$ cat src/rtl/gpio_pkg.sv
package gpio_pkg;

  localparam int REG_IDX_W = 3;

  typedef enum logic [REG_IDX_W-1:0] {
    RI_OUT    = 3'd0,
    RI_DIR    = 3'd1,
    RI_BLINK  = 3'd2,
    RI_INV    = 3'd3,
    RI_SAMPLE = 3'd4,
    RI_EPEND  = 3'd5,
    RI_EEN    = 3'd6,
    RI_LEN    = 3'd7
  } reg_idx_e;

endpackage

$ cat src/rtl/gpio_sync2.sv
module gpio_sync2 #(
  parameter int WIDTH = 32
) (
  input  logic             clk,
  input  logic             rst_n,
  input  logic [WIDTH-1:0] async_in,
  output logic [WIDTH-1:0] sync_out
);

  logic [WIDTH-1:0] stage1_q;
  logic [WIDTH-1:0] stage2_q;

  always_ff @(posedge clk or negedge rst_n) begin
    if (!rst_n) begin
      stage1_q <= '0;
      stage2_q <= '0;
    end else begin
      stage1_q <= async_in;
      stage2_q <= stage1_q;
    end
  end

  assign sync_out = stage2_q;

endmodule

$ cat src/rtl/gpio_blink_gen.sv
module gpio_blink_gen #(
  parameter int HALF = 4
) (
  input  logic clk,
  input  logic rst_n,
  output logic wave
);

  localparam int CW = (HALF > 1) ? $clog2(HALF) : 1;
  localparam logic [CW-1:0] LIMIT = CW'(HALF - 1);

  logic [CW-1:0] cnt_q;
  logic          wave_q;
  logic          tick;

  assign tick = (cnt_q == LIMIT);

  always_ff @(posedge clk or negedge rst_n) begin
    if (!rst_n) begin
      cnt_q  <= '0;
      wave_q <= 1'b0;
    end else begin
      cnt_q  <= tick ? '0 : cnt_q + 1'b1;
      wave_q <= wave_q ^ tick;
    end
  end

  assign wave = wave_q;

  // between prescaler ticks the wave holds its level
  assert_wave_hold_R10: assert property (@(posedge clk) disable iff (!rst_n)
    !tick |=> $stable(wave_q));

endmodule

$ cat src/rtl/gpio_grp_or.sv
module gpio_grp_or #(
  parameter int NUM_LINES  = 32,
  parameter int GROUP_SIZE = 8
) (
  input  logic [NUM_LINES-1:0]            line_req,
  output logic [NUM_LINES/GROUP_SIZE-1:0] grp_req
);

  localparam int NUM_GROUPS = NUM_LINES / GROUP_SIZE;

  for (genvar g = 0; g < NUM_GROUPS; g++) begin : g_grp
    assign grp_req[g] = |line_req[g*GROUP_SIZE +: GROUP_SIZE];
  end

endmodule

$ cat src/rtl/gpio_irq_unit.sv
module gpio_irq_unit
  import gpio_pkg::*;
#(
  parameter int NUM_LINES  = 32,
  parameter int GROUP_SIZE = 8,
  parameter int BLINK_HALF = 4,
  parameter int ADDR_W     = 5
) (
  input  logic                            clk,
  input  logic                            rst_n,
  input  logic [ADDR_W-1:0]               bus_addr,
  input  logic [NUM_LINES-1:0]            bus_wdata,
  input  logic                            bus_we,
  input  logic                            bus_re,
  output logic [NUM_LINES-1:0]            bus_rdata,
  input  logic [NUM_LINES-1:0]            pad_in,
  output logic [NUM_LINES-1:0]            pad_out,
  output logic [NUM_LINES-1:0]            pad_oe,
  output logic [NUM_LINES/GROUP_SIZE-1:0] irq_grp
);

  localparam int NUM_GROUPS = NUM_LINES / GROUP_SIZE;
  localparam logic [NUM_LINES-1:0] ALL_ONES = '1;

  function automatic logic [NUM_LINES-1:0] rise_of(
    input logic [NUM_LINES-1:0] cur, input logic [NUM_LINES-1:0] prev);
    return cur & ~prev;
  endfunction

  function automatic logic [NUM_LINES-1:0] pend_next(
    input logic [NUM_LINES-1:0] cur, input logic [NUM_LINES-1:0] keep,
    input logic [NUM_LINES-1:0] set);
    return (cur & keep) | set;
  endfunction

  function automatic logic [NUM_LINES-1:0] drive_of(
    input logic [NUM_LINES-1:0] val, input logic [NUM_LINES-1:0] blink,
    input logic wave);
    return (val & ~blink) | (blink & {NUM_LINES{wave}});
  endfunction

  logic [NUM_LINES-1:0] out_q, dir_q, blink_q, inv_q;
  logic [NUM_LINES-1:0] epend_q, een_q, len_q, prev_q, rdata_q;

  logic [NUM_LINES-1:0] pin_sync;
  logic [NUM_LINES-1:0] sample_w;
  logic [NUM_LINES-1:0] rise_evt;
  logic [NUM_LINES-1:0] keep_mask;
  logic [NUM_LINES-1:0] line_req;
  logic                 clr_write;
  logic                 blink_wave;
  reg_idx_e             sel;

  assign sel = reg_idx_e'(bus_addr[2 +: REG_IDX_W]);

  gpio_sync2 #(.WIDTH(NUM_LINES)) u_sync (
    .clk      (clk),
    .rst_n    (rst_n),
    .async_in (pad_in),
    .sync_out (pin_sync)
  );

  gpio_blink_gen #(.HALF(BLINK_HALF)) u_blink (
    .clk   (clk),
    .rst_n (rst_n),
    .wave  (blink_wave)
  );

  assign sample_w  = pin_sync ^ inv_q;
  assign rise_evt  = rise_of(sample_w, prev_q);
  assign clr_write = bus_we && (sel == RI_EPEND);
  assign keep_mask = clr_write ? bus_wdata : ALL_ONES;
  assign line_req  = (sample_w & len_q) | (epend_q & een_q);

  gpio_grp_or #(.NUM_LINES(NUM_LINES), .GROUP_SIZE(GROUP_SIZE)) u_grp (
    .line_req (line_req),
    .grp_req  (irq_grp)
  );

  always_ff @(posedge clk or negedge rst_n) begin
    if (!rst_n) begin
      out_q   <= '0;
      dir_q   <= ALL_ONES;
      blink_q <= '0;
      inv_q   <= '0;
      een_q   <= '0;
      len_q   <= '0;
    end else if (bus_we) begin
      case (sel)
        RI_OUT:   out_q   <= bus_wdata;
        RI_DIR:   dir_q   <= bus_wdata;
        RI_BLINK: blink_q <= bus_wdata;
        RI_INV:   inv_q   <= bus_wdata;
        RI_EEN:   een_q   <= bus_wdata;
        RI_LEN:   len_q   <= bus_wdata;
        default:  ;
      endcase
    end
  end

  always_ff @(posedge clk or negedge rst_n) begin
    if (!rst_n) begin
      epend_q <= '0;
      prev_q  <= '0;
    end else begin
      epend_q <= pend_next(epend_q, keep_mask, rise_evt);
      prev_q  <= sample_w;
    end
  end

  always_ff @(posedge clk or negedge rst_n) begin
    if (!rst_n) begin
      rdata_q <= '0;
    end else if (bus_re) begin
      case (sel)
        RI_OUT:    rdata_q <= out_q;
        RI_DIR:    rdata_q <= dir_q;
        RI_BLINK:  rdata_q <= blink_q;
        RI_INV:    rdata_q <= inv_q;
        RI_SAMPLE: rdata_q <= sample_w;
        RI_EPEND:  rdata_q <= epend_q;
        RI_EEN:    rdata_q <= een_q;
        default:   rdata_q <= len_q;
      endcase
    end
  end

  assign bus_rdata = rdata_q;
  assign pad_oe    = ~dir_q;
  assign pad_out   = drive_of(out_q, blink_q, blink_wave);

  // a direction write shows on the enables at the next cycle
  assert_oe_after_dir_R2: assert property (@(posedge clk) disable iff (!rst_n)
    (bus_we && sel == RI_DIR) |=> (pad_oe == ~$past(bus_wdata)));

  // without a clearing write, no pending bit ever drops
  assert_pend_sticky_R5: assert property (@(posedge clk) disable iff (!rst_n)
    !clr_write |=> ((epend_q & $past(epend_q)) == $past(epend_q)));

  // every rising event is present in the pending register next cycle
  assert_set_wins_R7: assert property (@(posedge clk) disable iff (!rst_n)
    (|rise_evt) |=> ((epend_q & $past(rise_evt)) == $past(rise_evt)));

  // bits written as zero with no coincident event are gone
  assert_clear_zero_R6: assert property (@(posedge clk) disable iff (!rst_n)
    clr_write |=> ((epend_q & ~$past(bus_wdata) & ~$past(rise_evt)) == '0));

  // with both enable masks clear no group may request
  assert_quiet_masked_R8: assert property (@(posedge clk) disable iff (!rst_n)
    (een_q == '0 && len_q == '0) |-> (irq_grp == '0));

endmodule

$ cat config.mk
export PLATFORM = sky130hd
export DESIGN_NAME = gpio_irq_unit
export DESIGN_NICKNAME = d
export VERILOG_FILES = /design/src/rtl/gpio_pkg.sv /design/src/rtl/gpio_sync2.sv /design/src/rtl/gpio_blink_gen.sv /design/src/rtl/gpio_grp_or.sv /design/src/rtl/gpio_irq_unit.sv
export SDC_FILE = /design/constraint.sdc
export NUM_CORES = 1
export LEC_CHECK = 0
export CORE_UTILIZATION = 56
export CTS_CLUSTER_SIZE = 14
export DETAILED_ROUTE_END_ITERATION = 16
export HOLD_SLACK_MARGIN = 0.1
export PLACE_DENSITY = 0.87
export SYNTH_ARGS = -nofsm -noshare
export SYNTH_HDL_FRONTEND = slang
export SYNTH_SLANG_ARGS = --single-unit
$ cat constraint.sdc
create_clock -name clk -period 1.7 [get_ports clk]
set_clock_uncertainty 0.05 [all_clocks]
set_input_delay 0.34 -clock clk [delete_from_list [all_inputs] [get_ports clk]]
set_output_delay 0.34 -clock clk [all_outputs]
set_load 0.02 [all_outputs]
# Yosys cells after proc, flatten, opt, wreduce, memory -nomap -nowiden
# Index checks and enable logic that the tools add are counted.
# totals
register_bits,355
latchBits,0
ramBits,0
rom_bits,0
in_bits,73
out_inout_bits,100
wordCells,51
mem_count,0
# classes
addsub,1
multipliers,0
div_mod_pow,0
order_cmp,0
n_eq_ne,8
shifts,0
muxes,3
bitwise,14
n_reduce_logical,12
# ops
op,count
$pmux 32 s7,1
$and 32x32->32,6
$not 32->32,3
$or 32x32->32,3
$mux 32,1
$reduce_or 8->1,4
$xor 32x32->32,1
$eq 3x3->1 const B,4
$reduce_and 2->1,6
$eq 3x2->1 const B,2
$eq 3x1->1 const B,1
$logic_not 3->1,1
$add 2x1->2 const B,1
$eq 2x2->1 const B,1
$mux 2,1
$logic_and 1x1->1,1
$xor 1x1->1,1

# Depth between registers and ports, before layout
# logic_depth
depth_word,5
ltp_mapped,7
ltp_nobuf,5

# Hierarchy
# A second synthesis with hierarchy kept.
# hier_totals
hier_cells,1237
area_unflattened_um2,15298.4
# modules_own_cells
module,instances,cells_per_inst,area_each_um2,seq_area_each_um2
gpio_irq_unit,1,1155,13531.7,7247.0
gpio_sync2,1,64,1601.5,1601.5
gpio_blink_gen,1,6,100.1,75.1
gpio_grp_or,1,12,65.1,0.0

# Worst setup path after synthesis
# No wires, ideal clock.
# synth_timing
path_kind,register -> output
from,reg inv_q[25]
to,out irq_grp[3]
arrival_time_ns,1.256
required_ns,1.310
path_slack_ns,0.054
path_stages_with_launch,6
n_path_buf,0
cell_sequence,dfrtp_1 > xnor2_1 > inv_1 > a22o_1 > a221oi_1 > nand3_1
# synth_between
elab_chain_cells,4
# synth_lines
item,line_no,rtl
"start, declared",gpio_irq_unit.sv:42,"logic [NUM_LINES-1:0] out_q, dir_q, blink_q, inv_q;"
"start signal, assigned",gpio_irq_unit.sv:93,RI_INV: inv_q <= bus_wdata;
$xor 32x32->32,gpio_irq_unit.sv:69,assign sample_w = pin_sync ^ inv_q;
named net sample_w[25],gpio_irq_unit.sv:46,logic [NUM_LINES-1:0] sample_w;
$and 32x32->32,gpio_irq_unit.sv:73,assign line_req = (sample_w & len_q) | (epend_q & een_q);
$or 32x32->32,gpio_irq_unit.sv:73,
$reduce_or 8->1,gpio_grp_or.sv:12,assign grp_req[g] = |line_req[g*GROUP_SIZE +: GROUP_SIZE];
"end, declared",gpio_irq_unit.sv:19,output logic [NUM_LINES/GROUP_SIZE-1:0] irq_grp
# The timed path passes the listed nets, and every way through them passes these cells.

# Worst setup path in the final report
# layout_timing
from,reg u_sync.stage2_q[0] (netlist: u_sync.sync_out[0])
to,out irq_grp[0]
# layout_between
elab_chain_cells,4
# layout_lines
item,line_no,rtl
"start, declared",gpio_sync2.sv:11,logic [WIDTH-1:0] stage2_q;
"start signal, assigned",gpio_sync2.sv:19,stage2_q <= stage1_q;
$xor 32x32->32,gpio_irq_unit.sv:69,
named net sample_w[0],gpio_irq_unit.sv:46,
$and 32x32->32,gpio_irq_unit.sv:73,
$or 32x32->32,gpio_irq_unit.sv:73,
$reduce_or 8->1,gpio_grp_or.sv:12,
# The timed path passes the listed nets, and every way through them passes these cells.

==> impl_metrics.toml <==
[timing]
clock.fmax_mhz = 427
final_max_slew_viol_count = 0
worst_slack_ps = -643
timing.final.crit_share_pct = 138
post-route-min-period_ps = 2340
tightest_slew_ps = 493
setup_violations = 38
grt_setup_unrepaired = "yes"
slew_headroom_pct = 67.2
holdWs_ps = 205
hold_viol_final = 0

[pwr]
p_sw_uw = 7770
combPwrFrac_pct = 25.8
pwr-share-clk_pct = 30.4
vdd_ir_drop_max_uv = 919
power.share.sequential_pct = 43.8
leakage_uw = 0.00911
p_per_area_nw_per_um2 = 1270
intPower_uw = 18200
swShare_pct = 29.9

[floorplan]
rows = 60
initial_core_util_pct = 57.1
dieArea_um2 = 28200
io_pins = 173
fp.dieH_um = 168
core-area_um2 = 27000
die_x_um = 168

[finish]
antenna_cells = 0
final_cells = 1956
n_fill_cell = 1474
multi_input_area_um2 = 6070
utilization_pct = 75.7
nets = 1663
final_common_cell = "dfrtp_1"
layout_common_cells = "dfrtp_1, buf_4, mux2_2"
drive_gt1_share_pct = 39.3
regArea_um2 = 8920
syn2layout_area_growth_pct = 32.5

[outcome]
violations = "negative setup slack"
status = "complete, but fails checks"

[detailed_routing]
first_iter_violations = 1415
wl_per_cell_um = 25.9
via_count = 12671
postRouteAntennaNets = 0
via_per_inst = 6.48
route.detailed.drc = 0
drt_pass1_iterations = 6
wirelength_mm = 50.6

[critical_path]
endpoint_kind = "output port"
arrival_ps = 1950
r2r_cells = 5
worstPathMaxFanout = 3
worstSetupPathType = "reg2out"
required_ps = 1310
timing.critical_path.from_type = "flip-flop"
rrSetupSlack_ps = 0

[placed_design]
gp_congestion = 0.962
dp_cells = 1877
port_buffers = 170
hpwl_mm = 30.6

[grt]
grt_max_degree = 75
grt_pass1_wl_mm = 73.0
grt_use_total_pct = 34.1
grt_pass1_vias = 13012
antenna_found_initial = 1
grt.overflow.total = 0

[clock_network]
cts_tree = "built"
htree_num_levels = 2
clkTransAtPathRegs_ps = 60
cts_made_buffers = 37
clock_latency_ps = 520
clockBufferDepth = 3
cts_root_buf = "clkbuf_16"
cts.sinks = 355

[logic_synthesis]
yosysWarnings = 0
synth.distinct_cells = 50
synth_seq_cells = 355
syn_area_um2 = 15400
synth-edff-count = 0
syn_nets = 1293
synthFlopType = "dfrtp_1"
postSynthCellCount = 1219
avgSynthCellArea_um2 = 12.7
yosysTopAreaCellShare_pct = 52.4
yosysSeqAreaShare_pct = 57.8
synth_top_area_cell = "dfrtp_1"
netlist_top_cells_area = "dfrtp_1, mux2_2, dfstp_2"
synthArstFlopShare_pct = 100

[worst_hold_path]
whs_path_depth = 1
hp-class = "in2reg"

[run]
maxCapViolCount = 0
-- synth_stat cells (4+ instances only) --
master,instances
o21ai_0,106
a211oi_1,20
a21oi_1,24
a22o_1,10
nor3b_1,20
nor2_1,16
dfstp_2,32
a211o_1,5
o21ai_1,17
and3_1,4
nand2b_1,25
nand2_1,37
mux2_1,22
dfrtp_1,323
nand3_1,4
buf_6,9
mux2_2,210
o221ai_1,10
o22ai_1,31
a21boi_0,17
clkbuf_1,25
buf_2,25
nand4_1,4
xnor2_1,5
xor2_1,28
a31oi_1,20
o22a_1,17
inv_1,65
buf_4,12
a221oi_1,10
a22oi_1,29
mux2i_1,13
-- sequential cells by signal, indices dropped and copies added, names as in the netlist --
| name | flops |
|---|---|
| inv_q | 32 |
| een_q | 32 |
| u_sync.sync_out | 32 |
| dir_q | 32 |
| prev_q | 32 |
| u_sync.stage1_q | 32 |
| u_blink.wave | 1 |
| bus_rdata | 32 |
| len_q | 32 |
| out_q | 32 |
| blink_q | 32 |
| epend_q | 32 |
| u_blink.cnt_q | 2 |
-- area by class of cell --
class / instances / area share, %
clock inverters: 8 / 0.318
multi-input cells: 726 / 29.7
flip-flops and latches: 355 / 43.6
clock buffers: 57 / 5.38
inverters: 66 / 1.22
repair buffers: 403 / 17.7
well taps: 341 / 2.09
-- cell families (layout without fill, tap and decap cells) --
family / after synthesis / count (layout) / share of synthesized area (%)
flops: 355 / 355 / 57.8
buf+inv: 138 / 534 / 4.30
simple gates: 123 / 123 / 4.54
mux: 247 / 247 / 18.1
compound gates: 322 / 322 / 13.3
xor+xnor: 33 / 33 / 1.87
fa+ha+maj: 1 / 1 / 0.0811
-- critical path, stage by stage (launching register included) --
cell and delay, ps:
dfrtp_1 400, xor2_1 210, a22o_1 230, a221oi_2 240, nand4_1 160, buf_4 190
-- metal layers --
metal	routed length (µm)	part of all wire [%]	vias up	GRT usage, %
met5	17	0.034	-	0
met4	2850	5.6	2	17.9
met3	5330	11	246	7.01
met2	24200	48	970	56.1
met1	18200	36	6299	42.7
li1	-	-	5154	-
-- through the flow --
step	power (µW)	worst slack (ps)	TNS, ps	area, µm²
after global routing	26800	-694	-15450	20500
after floorplan	14200	54.2	0	15400
final	26000	-643	-15030	20500
after global placement	17300	-463	-58160	19000
after CTS	25300	-608	-11090	20000
after detailed placement	17600	-495	-71180	19000
-- timing repair --
item,in CTS,in global routing
cloned,0,4
pin swaps,11,5
hold buffers,1,0
setup endpoints to repair,100,42
hold endpoints to repair,274,0
setup buffers,6,3
gates resized for setup,333,101
-- worst paths after layout --
check	start	end
max in group asynchronous	rst_n	bus_rdata[7]
min in group asynchronous	rst_n	out_q[5]
worst min register to register	u_sync.stage1_q[8]	u_sync.sync_out[8]
worst max-delay path	u_sync.sync_out[0]	irq_grp[0]
worst min-delay path	pad_in[30]	u_sync.stage1_q[30]
worst max register to register	u_sync.sync_out[19]	bus_rdata[19]
-- power by group through the flow --
stage / Clock, µW / Combinational (µW) / Sequential [µW]
2_1_floorplan: 0 / 3010 / 11200
3_3_place_gp: 0 / 6080 / 11200
3_5_place_dp: 0 / 6320 / 11300
4_1_cts: 7880 / 6140 / 11200
5_1_grt: 8260 / 7060 / 11500
6_report: 7880 / 6700 / 11400
Power figures use the tool's default switching activity.
